[config.mk]
export PLATFORM = sky130hd
export DESIGN_NAME = qbio_port_bank
export DESIGN_NICKNAME = d
export VERILOG_FILES = /design/src/rtl/qbio_pkg.sv /design/src/rtl/qbio_sync.sv /design/src/rtl/qbio_port_slice.sv /design/src/rtl/qbio_port_bank.sv
export SDC_FILE = /design/constraint.sdc
export NUM_CORES = 1
export LEC_CHECK = 0
export CELL_PAD_IN_SITES_DETAIL_PLACEMENT = 1
export CELL_PAD_IN_SITES_GLOBAL_PLACEMENT = 1
export CORE_MARGIN = 4
export CORE_UTILIZATION = 31
export DETAILED_ROUTE_END_ITERATION = 8
export PLACE_DENSITY = 0.66
export SLEW_MARGIN = 20
export SYNTH_ARGS = -nofsm -noshare
export SYNTH_HDL_FRONTEND = slang
export SYNTH_SLANG_ARGS = --single-unit
export TNS_END_PERCENT = 1
[constraint.sdc]
create_clock -name clk -period 3 [get_ports clk]
set_clock_uncertainty 0.05 [all_clocks]
set_input_delay 0.6 -clock clk [delete_from_list [all_inputs] [get_ports clk]]
set_output_delay 0.6 -clock clk [all_outputs]
set_load 0.1 [all_outputs]
[src/rtl/qbio_pkg.sv]
package qbio_pkg;

   typedef enum logic [2:0] {
      RK_NONE,
      RK_LATCH,
      RK_POL,
      RK_PEND,
      RK_EN
   } region_e;

   // Map an address offset to a register region; each region spans np entries.
   function automatic region_e classify(input logic [31:0] off, input int unsigned np);
      if (off < np)              return RK_LATCH;
      else if (off < 2 * np)     return RK_POL;
      else if (off < 3 * np)     return RK_PEND;
      else if (off == 3 * np)    return RK_EN;
      else                       return RK_NONE;
   endfunction

endpackage

[src/rtl/qbio_sync.sv]
module qbio_sync #(
   parameter int W      = 8,
   parameter int STAGES = 2
) (
   input  logic         clk,
   input  logic         rst_n,
   input  logic [W-1:0] d,
   output logic [W-1:0] q
);
   logic [W-1:0] chain [STAGES];

   always_ff @(posedge clk or negedge rst_n) begin
      if (!rst_n) begin
         for (int i = 0; i < STAGES; i++) chain[i] <= '1;
      end else begin
         chain[0] <= d;
         for (int i = 1; i < STAGES; i++) chain[i] <= chain[i-1];
      end
   end

   assign q = chain[STAGES-1];
endmodule

[src/rtl/qbio_port_slice.sv]
module qbio_port_slice #(
   parameter int W = 8
) (
   input  logic         clk,
   input  logic         rst_n,
   input  logic [W-1:0] wdata,
   input  logic         lat_we,
   input  logic         pol_we,
   input  logic         pend_clr,
   input  logic         input_only,
   input  logic [W-1:0] pin_s,
   output logic [W-1:0] pol_o,
   output logic [W-1:0] pend_o,
   output logic [W-1:0] drive_low_o,
   output logic [W-1:0] pullup_o
);
   logic [W-1:0] latch_q;
   logic [W-1:0] pol_q;
   logic [W-1:0] pend_q;
   logic [W-1:0] prev_q;
   logic [W-1:0] enter_act;
   logic [W-1:0] clr_mask;

   // pin reached its active level this cycle
   assign enter_act = (pol_q & pin_s & ~prev_q) | (~pol_q & ~pin_s & prev_q);
   assign clr_mask  = pend_clr ? wdata : '0;

   always_ff @(posedge clk or negedge rst_n) begin
      if (!rst_n) begin
         latch_q <= '1;
         pol_q   <= '0;
         pend_q  <= '0;
         prev_q  <= '1;
      end else begin
         if (lat_we) latch_q <= wdata;
         if (pol_we) pol_q   <= wdata;
         pend_q <= (pend_q & ~clr_mask) | enter_act;
         prev_q <= pin_s;
      end
   end

   assign drive_low_o = input_only ? '0 : ~latch_q;
   assign pullup_o    = ~drive_low_o;
   assign pol_o       = pol_q;
   assign pend_o      = pend_q;
endmodule

[src/rtl/qbio_port_bank.sv]
module qbio_port_bank
   import qbio_pkg::*;
#(
   parameter int NUM_PORTS   = 4,
   parameter int PORT_W      = 8,
   parameter int ADDR_W      = 8,
   parameter int BASE_ADDR   = 0,
   parameter int SYNC_STAGES = 2
) (
   input  logic                          clk,
   input  logic                          rst_n,
   input  logic [ADDR_W-1:0]             io_addr,
   input  logic [PORT_W-1:0]             io_wdata,
   input  logic                          io_wr_n,
   input  logic                          io_rd_n,
   output logic [PORT_W-1:0]             io_rdata,
   input  logic                          input_only,
   input  logic [NUM_PORTS*PORT_W-1:0]   pin_in,
   output logic [NUM_PORTS*PORT_W-1:0]   pin_drive_low,
   output logic [NUM_PORTS*PORT_W-1:0]   pin_pullup_en,
   output logic                          irq
);
   localparam int TOTAL_PINS = NUM_PORTS * PORT_W;
   localparam int LAST_OFF   = 3 * NUM_PORTS;

   // elaboration-time parameter checks
   if (NUM_PORTS < 1 || NUM_PORTS > PORT_W) begin : g_bad_ports
      $error("NUM_PORTS must be between 1 and PORT_W");
   end
   if (SYNC_STAGES < 2) begin : g_bad_sync
      $error("SYNC_STAGES must be at least 2");
   end
   if (BASE_ADDR < 0 || BASE_ADDR + LAST_OFF >= (1 << ADDR_W)) begin : g_bad_map
      $error("register map does not fit the address space");
   end

   logic [TOTAL_PINS-1:0] pin_s;
   logic [31:0]           off;
   logic [31:0]           idx;
   region_e               rgn;
   logic                  wr_act;
   logic [PORT_W-1:0]     pol_v  [NUM_PORTS];
   logic [PORT_W-1:0]     pend_v [NUM_PORTS];
   logic [NUM_PORTS-1:0]  pend_any;
   logic [NUM_PORTS-1:0]  en_q;
   logic [PORT_W-1:0]     rd_val;

   qbio_sync #(.W(TOTAL_PINS), .STAGES(SYNC_STAGES)) u_sync (
      .clk   (clk),
      .rst_n (rst_n),
      .d     (pin_in),
      .q     (pin_s)
   );

   assign off    = 32'(io_addr) - 32'(BASE_ADDR);
   assign rgn    = classify(off, NUM_PORTS);
   assign idx    = off % 32'(NUM_PORTS);
   assign wr_act = !io_wr_n;

   for (genvar p = 0; p < NUM_PORTS; p++) begin : g_port
      logic sel;
      assign sel = (idx == 32'(p));

      qbio_port_slice #(.W(PORT_W)) u_slice (
         .clk         (clk),
         .rst_n       (rst_n),
         .wdata       (io_wdata),
         .lat_we      (wr_act && rgn == RK_LATCH && sel),
         .pol_we      (wr_act && rgn == RK_POL && sel),
         .pend_clr    (wr_act && rgn == RK_PEND && sel),
         .input_only  (input_only),
         .pin_s       (pin_s[p*PORT_W +: PORT_W]),
         .pol_o       (pol_v[p]),
         .pend_o      (pend_v[p]),
         .drive_low_o (pin_drive_low[p*PORT_W +: PORT_W]),
         .pullup_o    (pin_pullup_en[p*PORT_W +: PORT_W])
      );

      assign pend_any[p] = |pend_v[p];
   end

   always_ff @(posedge clk or negedge rst_n) begin
      if (!rst_n)                        en_q <= '0;
      else if (wr_act && rgn == RK_EN)   en_q <= io_wdata[NUM_PORTS-1:0];
   end

   assign irq = |(pend_any & en_q);

   always_comb begin
      rd_val = '0;
      for (int q = 0; q < NUM_PORTS; q++) begin
         if (idx == 32'(q)) begin
            case (rgn)
               RK_LATCH: rd_val = pin_s[q*PORT_W +: PORT_W];
               RK_POL:   rd_val = pol_v[q];
               RK_PEND:  rd_val = pend_v[q];
               default:  ;
            endcase
         end
      end
      if (rgn == RK_EN) rd_val = PORT_W'(en_q);
   end

   assign io_rdata = io_rd_n ? '0 : rd_val;
endmodule

==> flow_metrics.env <==
export IMPL_hpwl_um=19000
export IMPL_fin_tns_setup_ps=-2010
export IMPL_fin_hold_ws_ps=61.3
export IMPL_dp_cells=1258
export IMPL_ir_worst_vdd_v=0.000403
export IMPL_num_rows=59
export IMPL_power_leakage_nw=5.08
export IMPL_power_density_nw_per_um2=518
export IMPL_fin_cells=1294
export IMPL_finalInstanceArea_um2=12200
export IMPL_run_status="complete, but fails checks"
export IMPL_htree_levels=4
export IMPL_portBuffers=125
export IMPL_cts_buffers=17
export IMPL_wire_per_inst_um=20.0
export IMPL_grt_pass1_wl_um=39700
export IMPL_start_kind="input pin"
export IMPL_yosysMostFrequentCell="dfstp_2"
export IMPL_wirelength_um=25800
export IMPL_synth_area_top_cells="dfstp_2, dfrtp_1, mux2_2, nand2_1, o21ai_0"
export IMPL_ff2ff_setup_slack_ps=1860
export IMPL_boundaryPins=126
export IMPL_path_clk_slew_ps=70
export IMPL_syn_area_um2=8300
export IMPL_grt_util_all_layers_pct=17.7
export IMPL_worstPathArrival_ps=2670
export IMPL_grt_pass1_vias=6705
export IMPL_drive_above_1_share_pct=46.2
export IMPL_root_buffer="clkbuf_16"
export IMPL_crit_type="in2out"
export IMPL_gp_congestion=0.890
export IMPL_first_pass_iters=4
export IMPL_rsz0062_at_grt="true"
export IMPL_async_flop_share_pct=100
export IMPL_worst_pin_slew_ps=552
export IMPL_cp_end_kind="output port"
export IMPL_netlist_top_cells_count="dfstp_2, nand2_1, dfrtp_1"
export IMPL_via_count=6419
export IMPL_slew_viol_final=0
export IMPL_synth_top_area_share_pct=40.5
export IMPL_die_y_um=172
export IMPL_max_freq_ghz=0.301
export IMPL_fin_crit_ps=3320
export IMPL_setup_ws_ps=-322
export IMPL_violations="negative setup slack"
export IMPL_finalHoldViolations=0
export IMPL_pre_cts_slack_ps=-648
export IMPL_syn_avg_cell_area_um2=11.1
export IMPL_grt_max_degree=56
export IMPL_synthFlopType="dfstp_2"
export IMPL_ys_types=49
export IMPL_fin_crit_sh_pct=111
export IMPL_yosysTopAreaCell="dfstp_2"
export IMPL_synth_warnings=0
export IMPL_fin_nets=999
export IMPL_clock_sinks=196
export IMPL_ys_seq_area_share_pct=61.0
export IMPL_area_growth_pct=46.6
export IMPL_die_x_um=172
export IMPL_synthCells=750
export IMPL_synth_seq_cells=196
export IMPL_cp_max_fo=5
export IMPL_overflow=0
export IMPL_ant_nets=0
export IMPL_synth_edff_count=0
export IMPL_core_um2=26200
export IMPL_drtIter0Drc=390
export IMPL_cts_buffer_depth=2
export IMPL_hold_class="in2async"
export IMPL_initial_core_util_pct=31.7
export IMPL_cp_data_required_time_ps=2350
export IMPL_cts_tree="done"
export IMPL_vias_per_cell=4.96
export IMPL_postPlaceCellArea_um2=11400
export IMPL_antenna_found_initial=0
export IMPL_die_area_um2=29500
export IMPL_setup_viol=8
export IMPL_n_antenna_cell=0
export IMPL_insertion_delay_ps=440
export IMPL_syn_nets=803
export IMPL_maxSlewHeadroom_pct=63.1
export IMPL_cap_violations=0
export IMPL_postCtsHoldBufs=0
export IMPL_drcViolationCount=0
-- per-layer routing --
layer	track usage, %	share of wire [%]
met5	0	0
met4	6.75	2.6
met3	3.13	5.1
met2	28.4	47
met1	24.0	45
-- area by class of cell --
| cell class | instances | area, um^2 |
|---|---|---|
| clock buffer | 18 | 429 |
| clock inverter | 14 | 161 |
| fill | 2718 | 14000 |
| inverter | 43 | 161 |
| multi-input combinational | 477 | 3180 |
| sequential | 196 | 5060 |
| tap | 335 | 419 |
| timing repair buffer | 211 | 2750 |
-- cells in the final DEF, fill, tap and decap left out, types with 3 or more instances in the layout --
cell,Yosys,final
buf_4,0,73
inv_8,0,4
a31oi_1,3,3
inv_1,43,43
a22oi_1,3,3
dfrtp_1,68,68
a221o_1,10,10
o21ai_0,60,58
clkbuf_16,0,17
nor4_1,10,9
buf_12,0,80
o31ai_4,0,4
clkdlybuf4s50_1,0,45
buf_6,0,6
nor3_1,14,8
o211ai_1,12,12
dfstp_2,128,128
mux2_1,3,3
nor2_1,50,47
inv_6,0,4
a21oi_1,10,5
a21o_1,21,21
mux2_2,48,48
nand2_1,127,127
nand2b_1,6,4
or2_2,33,33
clkinv_4,0,4
nor2_2,0,3
a21oi_2,0,5
or3_1,7,6
mux2i_1,15,14
nor3_4,3,7
-- final timing paths --
check                                 startpoint                     endpoint  cells after the start
worst max register to register       u_sync.q[0]  g_port[0].u_slice.pend_o[0]                      4
min in group clk                u_sync.chain[44]                 u_sync.q[12]                      0
max in group asynchronous                  rst_n             u_sync.chain[59]                      2
worst min-delay path                       rst_n  g_port[1].u_slice.pend_o[1]                      1
worst max-delay path                  io_addr[4]                  io_rdata[5]                      8
worst min register to register  u_sync.chain[44]                 u_sync.q[12]                      0
-- timing repair --
| action | in CTS | in global routing |
|---|---|---|
| gates cloned | 1 | 0 |
| setup endpoints to repair | 8 | 8 |
| buffers inserted | 1 | 2 |
| gates resized for setup | 44 | 16 |
| pin swaps | 13 | 10 |
-- worst max-delay path, stage by stage --
cell      delay, ps
buf_6            90
or4_4           570
buf_8           170
or3_4           380
o211ai_1        200
nand4_1         170
nor3_4          270
buf_12          210
-- registers in the layout (all words and copies together) (netlist names) --
signal                  count
g_port.u_slice.pol_o       32
u_sync.chain               32
g_port.u_slice.pend_o      32
g_port.u_slice.latch_q     32
en_q                        4
g_port.u_slice.prev_q      32
u_sync.q                   32
-- kinds of logic (layout without fill, tap and decap cells) --
group | Yosys count | in the layout | synth area share [%]
muxes | 66 | 66 | 8.73
and+or+nand+nor | 266 | 266 | 15.2
buffers and inverters | 77 | 286 | 3.51
DFF | 196 | 196 | 61.0
AOI/OAI and AO/OA | 145 | 145 | 11.5
-- per-stage QoR --
step / total power [mW] / utilization (%)
2_1_floorplan: 3.58 / -
3_3_place_gp: 4.01 / 43.4
3_5_place_dp: 4.03 / 43.4
4_1_cts: 6.38 / 46.0
5_1_grt: 6.56 / 46.4
6_report: 6.30 / 46.4
-- power by group --
part / switching [mW] / leakage, nW / internal, mW
clock: 1.11 / 0.290 / 1.19
sequential: 0.0838 / 2.12 / 2.82
combinational: 0.687 / 2.67 / 0.407
total: 1.88 / 5.08 / 4.42
(Power assumes the default switching activity.)
